### src/rtl/ddr3_init_pkg.sv
package ddr3_init_pkg;

    localparam int BA_W  = 3;
    localparam int MRV_W = 13;   // A12..A0 carry every mode-register field
    localparam int STEPS = 5;    // MR2, MR3, MR1, MR0, ZQCL

    typedef enum logic [2:0] {
        PH_RST_HOLD,
        PH_CKE_WAIT,
        PH_XPR,
        PH_CMD,
        PH_GAP,
        PH_DONE
    } phase_t;

    typedef enum logic [1:0] {
        OP_NOP,
        OP_MRS,
        OP_ZQCL
    } op_t;

    typedef struct packed {
        op_t              op;
        logic [BA_W-1:0]  ba;
        logic [MRV_W-1:0] val;
    } step_word_t;

    // MR2: CWL 5 -> A5:3 = 000, PASR full array, ASR/SRT/Rtt_WR all zero
    function automatic logic [MRV_W-1:0] mr2_val();
        logic [MRV_W-1:0] v;
        v      = '0;
        v[5:3] = 3'b000;
        return v;
    endfunction

    // MR3: MPR off, predefined pattern location
    function automatic logic [MRV_W-1:0] mr3_val();
        logic [MRV_W-1:0] v;
        v      = '0;
        v[2]   = 1'b0;
        v[1:0] = 2'b00;
        return v;
    endfunction

    // MR1: DLL on, RZQ/7 drive, RZQ/4 termination, AL 0, Qoff enabled
    function automatic logic [MRV_W-1:0] mr1_val();
        logic [MRV_W-1:0] v;
        v     = '0;
        v[0]  = 1'b0;
        v[1]  = 1'b1;
        v[5]  = 1'b0;
        v[2]  = 1'b1;
        v[6]  = 1'b0;
        v[9]  = 1'b0;
        v[12] = 1'b0;
        return v;
    endfunction

    // MR0: BL8, sequential, CL6, DLL reset, WR6, slow-exit power-down
    function automatic logic [MRV_W-1:0] mr0_val();
        logic [MRV_W-1:0] v;
        v       = '0;
        v[1:0]  = 2'b00;
        v[3]    = 1'b0;
        v[6:4]  = 3'b010;
        v[2]    = 1'b0;
        v[8]    = 1'b1;
        v[11:9] = 3'b010;
        v[12]   = 1'b0;
        return v;
    endfunction

    function automatic step_word_t seq_word(input logic [2:0] step);
        step_word_t w;
        case (step)
            3'd0:    w = '{op: OP_MRS,  ba: 3'd2, val: mr2_val()};
            3'd1:    w = '{op: OP_MRS,  ba: 3'd3, val: mr3_val()};
            3'd2:    w = '{op: OP_MRS,  ba: 3'd1, val: mr1_val()};
            3'd3:    w = '{op: OP_MRS,  ba: 3'd0, val: mr0_val()};
            3'd4:    w = '{op: OP_ZQCL, ba: 3'd0, val: 13'h0400};
            default: w = '{op: OP_NOP,  ba: 3'd0, val: '0};
        endcase
        return w;
    endfunction

endpackage

### src/rtl/ddr3_init_timer.sv
module ddr3_init_timer #(
    parameter int CNT_W = 8
) (
    input  logic             clk,
    input  logic             load,
    input  logic [CNT_W-1:0] load_val,
    output logic             expired
);
    logic [CNT_W-1:0] cnt;

    always_ff @(posedge clk) begin
        if (load)
            cnt <= load_val;
        else if (cnt != '0)
            cnt <= cnt - 1'b1;
    end

    assign expired = (cnt == '0);
endmodule

### src/rtl/ddr3_cmd_encode.sv
module ddr3_cmd_encode
    import ddr3_init_pkg::*;
#(
    parameter int ADDR_W = 14
) (
    input  op_t               op,
    input  logic [BA_W-1:0]   ba_in,
    input  logic [MRV_W-1:0]  val_in,
    output logic              cs_n,
    output logic              ras_n,
    output logic              cas_n,
    output logic              we_n,
    output logic [BA_W-1:0]   ba,
    output logic [ADDR_W-1:0] addr
);
    always_comb begin
        cs_n  = 1'b0;
        ras_n = 1'b1;
        cas_n = 1'b1;
        we_n  = 1'b1;
        ba    = '0;
        addr  = '0;
        case (op)
            OP_MRS: begin
                ras_n = 1'b0;
                cas_n = 1'b0;
                we_n  = 1'b0;
                ba    = ba_in;
                addr  = ADDR_W'(val_in);
            end
            OP_ZQCL: begin
                we_n  = 1'b0;
                ba    = ba_in;
                addr  = ADDR_W'(val_in);
            end
            default: ;
        endcase
    end
endmodule

### src/rtl/ddr3_pwrup_seq.sv
module ddr3_pwrup_seq
    import ddr3_init_pkg::*;
#(
    parameter int ADDR_W = 14,
    parameter int T_RST  = 80000,
    parameter int T_CKE  = 200000,
    parameter int T_XPR  = 64,
    parameter int T_MOD  = 12,
    parameter int T_ZQ   = 512
) (
    input  logic              clk,
    input  logic              rst,
    output logic              mem_rst_n,
    output logic              mem_cke,
    output logic              mem_cs_n,
    output logic              mem_ras_n,
    output logic              mem_cas_n,
    output logic              mem_we_n,
    output logic [BA_W-1:0]   mem_ba,
    output logic [ADDR_W-1:0] mem_addr,
    output logic              init_done
);
    localparam int MAX_A = (T_RST > T_CKE) ? T_RST : T_CKE;
    localparam int MAX_B = (T_XPR > T_MOD) ? T_XPR : T_MOD;
    localparam int MAX_C = (MAX_A > MAX_B) ? MAX_A : MAX_B;
    localparam int MAX_T = (MAX_C > T_ZQ) ? MAX_C : T_ZQ;
    localparam int CNT_W = $clog2(MAX_T + 1);
    localparam logic [2:0] LAST_STEP = 3'(STEPS - 1);

    phase_t           phase;
    logic [2:0]       step;
    logic             t_load;
    logic [CNT_W-1:0] t_val;
    logic             t_zero;
    step_word_t       word;
    op_t              cur_op;

    ddr3_init_timer #(.CNT_W(CNT_W)) u_timer (
        .clk      (clk),
        .load     (t_load),
        .load_val (t_val),
        .expired  (t_zero)
    );

    // Timer reload: each phase loads the length of the one that follows
    always_comb begin
        t_load = 1'b0;
        t_val  = '0;
        if (rst) begin
            t_load = 1'b1;
            t_val  = CNT_W'(T_RST - 1);
        end else begin
            case (phase)
                PH_RST_HOLD: if (t_zero) begin
                    t_load = 1'b1;
                    t_val  = CNT_W'(T_CKE - 1);
                end
                PH_CKE_WAIT: if (t_zero) begin
                    t_load = 1'b1;
                    t_val  = CNT_W'(T_XPR - 1);
                end
                PH_CMD: begin
                    t_load = 1'b1;
                    t_val  = (step == LAST_STEP) ? CNT_W'(T_ZQ - 1)
                                                 : CNT_W'(T_MOD - 1);
                end
                default: ;
            endcase
        end
    end

    always_ff @(posedge clk) begin
        if (rst) begin
            phase <= PH_RST_HOLD;
            step  <= '0;
        end else begin
            case (phase)
                PH_RST_HOLD: if (t_zero) phase <= PH_CKE_WAIT;
                PH_CKE_WAIT: if (t_zero) phase <= PH_XPR;
                PH_XPR:      if (t_zero) phase <= PH_CMD;
                PH_CMD:      phase <= PH_GAP;
                PH_GAP: if (t_zero) begin
                    if (step == LAST_STEP) begin
                        phase <= PH_DONE;
                    end else begin
                        step  <= step + 3'd1;
                        phase <= PH_CMD;
                    end
                end
                PH_DONE:     phase <= PH_DONE;
                default:     phase <= PH_RST_HOLD;
            endcase
        end
    end

    assign word   = seq_word(step);
    assign cur_op = (phase == PH_CMD) ? word.op : OP_NOP;

    ddr3_cmd_encode #(.ADDR_W(ADDR_W)) u_enc (
        .op     (cur_op),
        .ba_in  (word.ba),
        .val_in (word.val),
        .cs_n   (mem_cs_n),
        .ras_n  (mem_ras_n),
        .cas_n  (mem_cas_n),
        .we_n   (mem_we_n),
        .ba     (mem_ba),
        .addr   (mem_addr)
    );

    assign mem_rst_n = (phase != PH_RST_HOLD);
    assign mem_cke   = (phase == PH_XPR) || (phase == PH_CMD) ||
                       (phase == PH_GAP) || (phase == PH_DONE);
    assign init_done = (phase == PH_DONE);
endmodule

### config.mk
export PLATFORM = sky130hd
export DESIGN_NAME = ddr3_pwrup_seq
export DESIGN_NICKNAME = d
export VERILOG_FILES = /design/src/rtl/ddr3_init_pkg.sv /design/src/rtl/ddr3_init_timer.sv /design/src/rtl/ddr3_cmd_encode.sv /design/src/rtl/ddr3_pwrup_seq.sv
export SDC_FILE = /design/constraint.sdc
export NUM_CORES = 1
export LEC_CHECK = 0
export BUFFER_PORTS_ARGS = -buffer_cell sky130_fd_sc_hd__buf_2
export CORE_UTILIZATION = 40
export CTS_CLUSTER_SIZE = 24
export DETAILED_ROUTE_END_ITERATION = 8
export PLACE_DENSITY_LB_ADDON = 0.08
export SLEW_MARGIN = 0
export SYNTH_ARGS = -nofsm -noshare
export SYNTH_HDL_FRONTEND = slang
export SYNTH_SLANG_ARGS = --single-unit
### constraint.sdc
create_clock -name clk -period 2.85 [get_ports clk]
set_input_delay 0.57 -clock clk [delete_from_list [all_inputs] [get_ports clk]]
set_output_delay 0.57 -clock clk [all_outputs]
set_load 0.01 [all_outputs]
# Word-level counts from Yosys, hierarchy flattened
# Cells that the tools add are included.
totals:
  regBits: 24
  input_bits: 2
  out_inout_bits: 24
  elab_cells: 56
op_classes:
  addsub: 2
  eq_ne: 15
  n_mux: 22
  bitwise_logic: 1
  reduce_logical: 13
op_table:
  columns: ["operator", "count"]
  rows:
  - ["18-bit one-hot mux with 5 select lines", 1]
  - ["18-bit 2-to-1 mux", 4]
  - ["18-bit one-hot mux with 3 select lines", 1]
  - ["18-bit zero test", 1]
  - ["3-bit 2-to-1 mux", 6]
  - ["3-bit one-hot mux with 6 select lines", 1]
  - ["18-bit nonzero test", 1]
  - ["18-bit by 1-bit subtractor with 18-bit output (second input constant)", 1]
  - ["13-bit 2-to-1 mux", 1]
  - ["3-bit by 2-bit == test with 1-bit output (second input constant)", 4]
  - ["3-bit == test (second input constant)", 3]
  - ["9-bit 2-to-1 mux", 1]
  - ["2-bit inequality test (second input constant)", 4]
  - ["3-bit by 1-bit == test with 1-bit output (second input constant)", 2]
  - ["3-bit zero test", 2]
  - ["6-bit 2-to-1 mux", 1]
  - ["1-bit 2-to-1 mux", 4]
  - ["4-bit AND reduction", 1]
  - ["2-bit OR reduction", 2]
  - ["3-bit by 1-bit adder with 3-bit output (second input constant)", 1]
  - ["1-bit logical OR", 3]
  - ["3-bit AND reduction", 1]
  - ["3-bit nonzero test", 1]
  - ["2-bit by 1-bit == test with 1-bit output (second input constant)", 1]
  - ["other kinds (5)", 5]

# Longest topological paths before layout
# Gate-level depths: netlist (run 1).
depth:
  depth_word: 6
  ltp_mapped: 8
  ltp_nobuf: 7

# By module
# Synthesis (run 1) repeated with hierarchy kept, for this count alone.
unflattened:
  hier_cells: 200
  area_unflattened_um2: 1809.2
by_module_without_submodules:
  columns: ["mod", "instances", "cells_per_inst", "area_per_inst_um2", "seq_area_each_um2"]
  rows:
  - ["ddr3_init_timer", 1, 107, 1066.0, 540.5]
  - ["ddr3_pwrup_seq", 1, 69, 553.0, 120.1]
  - ["ddr3_cmd_encode", 1, 24, 190.2, 0.0]

# Worst setup path after synthesis (run 1)
# No wires, ideal clock.
synth_path:
  path_kind: "flip-flop to output port"
  startpoint: "register phase[1]"
  endpoint: "output port mem_addr[8]"
  t_arrival_ns: 2.058
  required_time_ns: 2.280
  slack_ns: 0.222
  stages_incl_launch_ff: 8
  n_path_buf: 2
  path_cell_list: "dfxtp_1 clkbuf_2 inv_1 nor3_1 nand2_1 ha_1 nor3b_1 buf_4"
synth_between:
  elab_chain_cells: 5
  word_cells_on_any_way: 6
  cone_classes: "3 x eq/ne; 2 x mux; 1 x reduce/logical"
synth_rtl:
  columns: ["element", "line_no", "rtl"]
  rows:
  - ["start: declaration", "ddr3_pwrup_seq.sv:30", "phase_t phase;"]
  - ["start signal: assignment", "ddr3_pwrup_seq.sv:74", "phase <= PH_RST_HOLD;"]
  - ["start signal: assignment", "ddr3_pwrup_seq.sv:78", "PH_RST_HOLD: if (t_zero) phase <= PH_CKE_WAIT;"]
  - ["start signal: assignment", "ddr3_pwrup_seq.sv:79", "PH_CKE_WAIT: if (t_zero) phase <= PH_XPR;"]
  - ["3-bit by 2-bit == test with 1-bit output (*)", "ddr3_pwrup_seq.sv:97", "assign cur_op = (phase == PH_CMD) ? word.op : OP_NOP;"]
  - ["2-bit 2-to-1 mux (*)", "ddr3_pwrup_seq.sv:97", null]
  - ["2-bit by 1-bit == test with 1-bit output or 2-bit == test (tied branches)", "ddr3_cmd_encode.sv:23", "case (op)"]
  - ["2-bit OR reduction (no line) (*)", null, null]
  - ["13-bit 2-to-1 mux (*)", "ddr3_cmd_encode.sv:23", null]
  - ["end: declaration", "ddr3_pwrup_seq.sv:20", "output logic [ADDR_W-1:0] mem_addr,"]
# Every way passes the cells marked *; elsewhere a longest branch is shown, timed or not.

# Final worst setup path (run 1)
layout_path:
  startpoint: "register step[0]"
  endpoint: "output port mem_ba[1]"
layout_between:
  elab_chain_cells: 6
  word_cells_on_any_way: 11
  cone_classes: "6 x eq/ne; 3 x mux; 2 x reduce/logical"
layout_rtl:
  columns: ["element", "line_no", "rtl"]
  rows:
  - ["start: declaration", "ddr3_pwrup_seq.sv:31", "logic [2:0] step;"]
  - ["start signal: assignment", "ddr3_pwrup_seq.sv:86", "step <= step + 3'd1;"]
  - ["3-bit == test (tied with other cells)", "ddr3_init_pkg.sv:75", "case (step)"]
  - ["18-bit one-hot mux with 5 select lines (*)", "ddr3_init_pkg.sv:75", null]
  - ["2-bit 2-to-1 mux", "ddr3_pwrup_seq.sv:97", null]
  - ["2-bit by 1-bit == test with 1-bit output or 2-bit == test (tied branches)", "ddr3_cmd_encode.sv:23", null]
  - ["2-bit OR reduction (no line)", null, null]
  - ["3-bit 2-to-1 mux (*)", "ddr3_cmd_encode.sv:23", null]
  - ["end: declaration", "ddr3_pwrup_seq.sv:19", "output logic [BA_W-1:0] mem_ba,"]
# Marks and branches as above.

==> reports/metrics.csv, run 1 <==
metric;value;unit
crit_path_start_kind;flop;
slew-limit-headroom;45.65;%
reg2reg_slack;0.44;ns
period_minus_slack;2.675;ns
port_buffers;14;
ir_drop;0.1596;mV
synth_ff_type;edfxtp_1;
io_pins;26;
syn_area;0.001692;sq mm
ys_ff_latch;24;
critPathKind;reg -> out;
die_y;67.03;microns
crit_top_cell;ha_2;
cts_resized;0;
die_width;67.03;microns
crit_chain;ha_1 -> ha_2 -> nand2_1 -> a21o_1 -> a21oi_1 -> ha_2 -> nor3_1 -> buf_2;
power_frac_seq;53.9;%
fmax;0.3739;GHz
post_cts_buffers;0;
layout_common_cells;nor2_1 (23), edfxtp_1 (18), buf_2 (14), nand2_1 (12);
path_max_fanout;6;
maxCapViolCount;0;
initial_utilization;41.99;%
finalCritPeriodShare;93.85;%
finClkSkew;0.006792;ns
final_util;45.78;%
place_area;0.001748;sq mm
grt_pass1_wl;5637;microns
cts_hold_buf;0;
p_int;0.0005689;W
worstHoldStart;step[1];
hold_violations;0;
worst_setup_path_end_kind;output pin;
postRouteAntennaNets;0;
p_leak;0.6815;nW
die_area;0.004493;sq mm
synth_area_leaders;edfxtp_1 (32%), dfxtp_1 (7.1%), buf_4 (6.2%);
diodes;0;
first_global_vias;1236;
antenna_found_initial;0;
synth_compound_area_share;10.72;%
vias;1274;
cts_buffer_depth;2;
grt_overflow;0;
place_inst;237;
layout.nets;202;
wirelength;3417;microns
clkPwrFrac;42.5;%
yosysWarnings;0;
netlist_instances;180;
p_sw;0.0001348;W
critPathMaxStageDelay;0.37;ns
synthAdderAreaFrac;5.917;%
cts_tree;yes;
grt_max_degree;19;
synth.avg_cell_area;9.398;sq um
cp.buffers_inverters;1;
synth_top_family_by_area;simple AND/OR/NAND/NOR gates;
critPathArrivalTime;2.10;ns
worst_slew_pin_slew;0.8153;ns
yosys.area.top_type;edfxtp_1;
path_delay_family;adder cells;
synthMuxAreaShare;1.183;%
final_common_cell;nor2_1;
drc;0;
yosys.area_share.simple;24.93;%
power_density;381.6;mW/mm^2
htree_levels;1;
yosysTopAreaCellShare;31.95;%
p_comb_share;3.6;%
drt_iter0_markers;65;
synthXorXnorAreaFrac;8.802;%
outcome;finished, final reports clean;
cpMaxStageDelayCell;dfxtp_2;
cts_buffers;3;
slew_violations;0;
synth-edff-count;18;
final_area;0.001844;sq mm
async_flop_share;0;%
cts_sinks;24;
cts_root_buf;clkbuf_8;
viasPerCell;5.286;
dpl.hpwl;2541;microns
drive_above_1_share;20.42;%
rsz0062_at_grt;false;
coreArea;0.004029;sq mm
required;2.28;ns
cts.clk_slew.worst_paths;0.08;ns
tns;0;ns
fp-row-count;23;
gr-usage-all-layers;17.01;%
stdcell_count;241;
areaGrowthSynthToFinish;9.024;%
finalSetupViolCount;0;
synth_cell_types;41;
drt_pre_antenna_iters;4;
hp-class;reg -> reg;
gp_congestion;0.8209;
clock_latency;0.27;ns
routedWlPerCell;14.18;microns
rr_startpoint;u_timer.cnt[5];
critPathLaunch;step[0];
switching_share;19.15;%
ys_seq_area_share;39.05;%
==> path summary, 6_finish.rpt <==
check	cells after the start	endpoint
setup / recovery	8	mem_ba[1]
hold / removal	2	step[1]
setup reg to reg	4	u_timer.cnt[8]
hold reg to reg	2	step[1]
==> power by group through the flow <==
stage	Clock, W	Sequential (W)	Combinational (W)
after floorplan	0	0.000386	0.0000319
after global placement	0	0.000387	0.0000251
after detailed placement	0	0.000387	0.0000250
after CTS	0.000306	0.000379	0.0000250
after global routing	0.000321	0.000380	0.0000294
final	0.000299	0.000379	0.0000254
==> registers in the layout, summed over array words and instances (netlist names) <==
signal       flops
phase            3
step             3
u_timer.cnt     18
==> worst min-delay path: stages (launching register included) <==
cell and delay [ns]:
dfxtp_2 0.36, mux2i_1 0.07, nor2_1 0.08
==> cell families (layout without fill, tap and decap cells) <==
logic type | after synthesis | after routing
simple gates | 73 | 73
compound gates | 28 | 28
buf+inv | 27 | 28
flops | 24 | 24
xor+xnor | 17 | 17
fa+ha+maj | 8 | 8
mux | 2 | 2
other cells | 1 | 11
==> per-layer routing <==
metal	vias to the layer above	global-route usage, %	wire length [microns]
li1	636	-	-
met1	613	21.52	1645
met2	23	29.00	1677
met3	2	2.568	77
met4	0	5.851	17
met5	-	0	0
==> area by class of cell <==
cell class / count / area [sq um]
Fill cell: 400 / 2185
Multi-Input combinational cell: 139 / 933.4
Sequential cell: 24 / 665.6
Timing Repair Buffer: 15 / 77.57
Tap cell: 50 / 62.56
Clock buffer: 3 / 41.29
Inverter: 9 / 33.78
Clock inverter: 1 / 30.03
==> through the flow <==
stage          setup WS, ns  power [W]  hold WS [ns]
3_3_place_gp         0.4101  0.0004123        0.5393
5_1_grt             0.01715  0.0007302        0.5795
2_1_floorplan        0.2217  0.0004180        0.5136
3_5_place_dp         0.3748  0.0004121        0.5706
4_1_cts             0.07371  0.0007099        0.5838
6_report             0.1753  0.0007037        0.5408
==> Yosys cell counts, types with 2 or more instances <==
cell type / number
a21o_1: 2
a21oi_1: 9
and3_1: 2
buf_4: 14
clkbuf_1: 2
dfxtp_1: 6
edfxtp_1: 18
ha_1: 8
inv_1: 9
mux2i_1: 2
nand2_1: 12
nand3_1: 4
nand3_2: 2
nor2_1: 23
nor3_1: 10
nor3_4: 2
nor3b_1: 3
nor4_2: 3
o21ai_0: 6
o21bai_1: 2
o22ai_1: 2
or3_1: 5
xnor2_1: 11
xor2_1: 6
No activity file was read; power rests on OpenSTA's default activity.
==> inputs of run 2 (changes only) <==
--- a/config.mk
+++ b/config.mk
@@ -5,6 +5,7 @@
 export SDC_FILE = /design/constraint.sdc
 export NUM_CORES = 1
 export LEC_CHECK = 0
+export ABC_AREA = 1
 export BUFFER_PORTS_ARGS = -buffer_cell sky130_fd_sc_hd__buf_2
 export CORE_UTILIZATION = 40
 export CTS_CLUSTER_SIZE = 24
==> reports/metrics.csv, run 2 <==
metric;value;unit;change
outcome;finished, violations left;;was finished, final reports clean
violations;design-rule violations;;
critPathLaunch;step[0];;unchanged
hold_violations;0;;unchanged
drt_iter0_markers;95;;was 65
gr-usage-all-layers;16.37;%;was 17.01%
drc;1;;was 0
worst_setup_path_end_kind;output pin;;unchanged
grt_overflow;0;;unchanged
yosys.area_share.simple;37.16;%;was 24.93%
synth_compound_area_share;3.997;%;was 10.72%
vias;1608;;was 1274
endpoint;mem_addr[2];;was mem_ba[1]
viasPerCell;4.829;;was 5.286
final_common_cell;nand2_1;;was nor2_1
synthAdderAreaFrac;5.242;%;was 5.917%
largest_register;u_timer.cnt;;unchanged
p_comb_share;6.3;%;was 3.6%
synth_ff_type;edfxtp_1;;unchanged
p_sw;0.0001472;W;was 0.0001348 W
die_y;71.09;microns;was 67.03 microns
fmax;0.3853;GHz;was 0.3739 GHz
ir_drop;0.3102;mV;was 0.1596 mV
antenna_found_initial;0;;unchanged
cts_buffers;3;;unchanged
synth_cell_types;23;;was 41
ys_ff_latch;24;;unchanged
critPathArrivalTime;2.03;ns;was 2.10 ns
layout.nets;292;;was 202
p_leak;0.9446;nW;was 0.6815 nW
clkPwrFrac;33.3;%;was 42.5%
initial_utilization;42.67;%;was 41.99%
wl_met3;192;microns;was 77 microns
p_int;0.0004920;W;was 0.0005689 W
synthMostInstantiatedCell;nand2_1;;was nor2_1
drt_pre_antenna_iters;6;;was 4
r2r-end;u_timer.cnt[14];;was u_timer.cnt[8]
async_flop_share;0;%;unchanged
diodes;0;;unchanged
place_area;0.001978;sq mm;was 0.001748 sq mm
tns;0;ns;unchanged
fp-row-count;24;;was 23
cts_sinks;24;;unchanged
htree_levels;1;;unchanged
synth-edff-count;18;;unchanged
final_area;0.002023;sq mm;was 0.001844 sq mm
finalSetupViolCount;0;;unchanged
maxCapViolCount;0;;unchanged
finClkSkew;0.003635;ns;was 0.006792 ns
cpMaxStageDelayCell;dfxtp_1;;was dfxtp_2
required;2.28;ns;about the same
cp.buffers_inverters;2;;was 1
routedWlPerCell;11.64;microns;was 14.18 microns
path_max_fanout;6;;unchanged
synth_area_leaders;edfxtp_1 (28%), nand2_1 (13%), inv_1 (7.9%);;was edfxtp_1 (32%), dfxtp_1 (7.1%), buf_4 (6.2%)
synth_common_cells;nand2_1 (68), inv_1 (40), nor2_1 (33);;was nor2_1 (23), edfxtp_1 (18), buf_4 (14)
die_width;71.09;microns;was 67.03 microns
dpl.hpwl;3013;microns;was 2541 microns
met2_length;1696;microns;was 1677 microns
synth.avg_cell_area;7.151;sq um;was 9.398 sq um
critPathMaxStageDelay;0.38;ns;was 0.37 ns
rr_worst_depth;8;;was 4
layout_common_cells;nand2_1 (68), inv_1 (40), nor2_1 (33), nand3_1 (22), edfxtp_1 (18);;was nor2_1 (23), edfxtp_1 (18), buf_2 (14), nand2_1 (12)
critPathKind;reg -> out;;unchanged
io_pins;26;;unchanged
coreArea;0.004474;sq mm;was 0.004029 sq mm
rsz0062_at_grt;false;;unchanged
top_layer;met4;;unchanged
switching_share;23.03;%;was 19.15%
finalCritPeriodShare;91.05;%;was 93.85%
first_global_vias;1391;;was 1236
largest_reg_flops;18;;unchanged
place_inst;329;;was 237
worstSetupPathDepth;7;;was 8
cts_root_buf;clkbuf_8;;unchanged
ys_seq_area_share;34.60;%;was 39.05%
path_delay_family;adder cells;;unchanged
power_density;315.9;mW/mm^2;was 381.6 mW/mm^2
post_cts_buffers;0;;unchanged
clock_latency;0.27;ns;about the same
die_area;0.005054;sq mm;was 0.004493 sq mm
netlist_instances;267;;was 180
yosysTopAreaCellShare;28.31;%;was 31.95%
slew_violations;0;;unchanged
synth_top_family_by_area;simple AND/OR/NAND/NOR gates;;unchanged
areaGrowthSynthToFinish;5.963;%;was 9.024%
yosys.area.top_type;edfxtp_1;;unchanged
postRouteAntennaNets;0;;unchanged
port_buffers;14;;unchanged
synthXorXnorAreaFrac;4.128;%;was 8.802%
yosysWarnings;0;;unchanged
wirelength;3875;microns;was 3417 microns
drive_above_1_share;15.66;%;was 20.42%
top_regs;u_timer.cnt x18, phase x3, step x3;;unchanged
grt_pass1_wl;6541;microns;was 5637 microns
cts_buffer_depth;2;;unchanged
wirelength_met1;1962;microns;was 1645 microns
rr_startpoint;u_timer.cnt[12];;was u_timer.cnt[5]
synthMuxAreaShare;0;%;was 1.183%
crit_path_start_kind;flop;;unchanged
crit_chain;inv_1 -> ha_1 -> o21ai_0 -> a31oi_1 -> ha_1 -> nor2_1 -> buf_2;;was ha_1 -> ha_2 -> nand2_1 -> a21o_1 -> a21oi_1 -> ha_2 -> nor3_1 -> buf_2
power_frac_seq;60.4;%;was 53.9%
period_minus_slack;2.595;ns;was 2.675 ns
hp-class;in -> reg;;was reg -> reg
gp_congestion;0.8435;;was 0.8209
crit_top_cell;ha_1;;was ha_2
syn_area;0.001909;sq mm;was 0.001692 sq mm
stdcell_count;333;;was 241
grt_max_degree;18;;was 19
totalPowerFinal;0.0006392;W;was 0.0007037 W
reg2reg_slack;0.86;ns;was 0.44 ns
cts.clk_slew.worst_paths;0.08;ns;about the same
cts_tree;yes;;unchanged
run 2: cell count changes after synthesis, moves of 5 or more:
cell	delta
inv_1	+31
nor2_1	+10
nand4_1	+5
nor2_2	+11
nor3_1	-10
or3_1	-5
nand2_1	+56
xnor2_1	-7
nand3_1	+18
run 2: power by group through the flow:
stage / sequential, W / combinational [W] / clock [W]
6_report: 0.000386 / 0.0000400 / 0.000213
5_1_grt: 0.000388 / 0.0000460 / 0.000233
4_1_cts: 0.000386 / 0.0000403 / 0.000223
3_5_place_dp: 0.000394 / 0.0000401 / 0
3_3_place_gp: 0.000394 / 0.0000401 / 0
2_1_floorplan: 0.000393 / 0.0000441 / 0
run 2: final cells by class:
class / count / area (sq um)
tap: 52 / 65.06
fill: 472 / 2451
sequential: 24 / 660.6
inverter: 41 / 153.9
timing repair buffer: 17 / 92.59
clock buffer: 4 / 45.04
multi-input combinational: 195 / 1006
run 2: worst register-to-register path, delay by kind of cell, from the launching register on:
family | cells | cell delay [ns]
buf+inv | 1 | 0.22
flops | 1 | 0.47
simple gates | 7 | 1.01
run 2: per-stage QoR:
step                utilization [%]  hold WS [ns]  setup slack [ns]
floorplan                         -        0.5058            0.4797
global placement              44.21        0.5468            0.5778
detailed placement            44.21        0.5494            0.5123
CTS                           45.22        0.5197            0.1976
global route                  45.22        0.5262           0.05470
finish                        45.22        0.5161            0.2549
run 2: what timing repair did:
action,4_1_cts,5_1_grt
resized for setup,0,1
hold buffers,0,0
setup endpoints to repair,0,2
run 2: how the worst min path moves through the flow:
| stage | start | slack (ns) | to | depth (start not counted) |
|---|---|---|---|---|
| 5_1_grt | rst | 0.53 | phase[1] | 2 |
| 6_report | rst | 0.52 | phase[0] | 2 |
| 3_3_place_gp | phase[0] | 0.55 | phase[0] | 2 |
| 4_1_cts | rst | 0.52 | phase[1] | 2 |
| 3_5_place_dp | phase[0] | 0.55 | phase[0] | 2 |
| 2_1_floorplan | phase[0] | 0.51 | phase[0] | 2 |
run 2: kinds of logic (layout without fill, tap and decap cells):
| kind of cell | Yosys count | in the layout |
|---|---|---|
| XOR/XNOR | 9 | 9 |
| adder cells (fa/ha/maj) | 8 | 8 |
| AO/OA/AOI/OAI | 15 | 15 |
| other | 1 | 11 |
| AND/OR/NAND/NOR | 152 | 152 |
| buffers and inverters | 58 | 62 |
| flip-flops | 24 | 24 |
run 2: layer usage:
metal  track usage (%)  up-vias
met5                 0        -
met4             3.333        0
met3             3.419        2
met2             24.57       47
met1             24.31      715
li1                  -      844
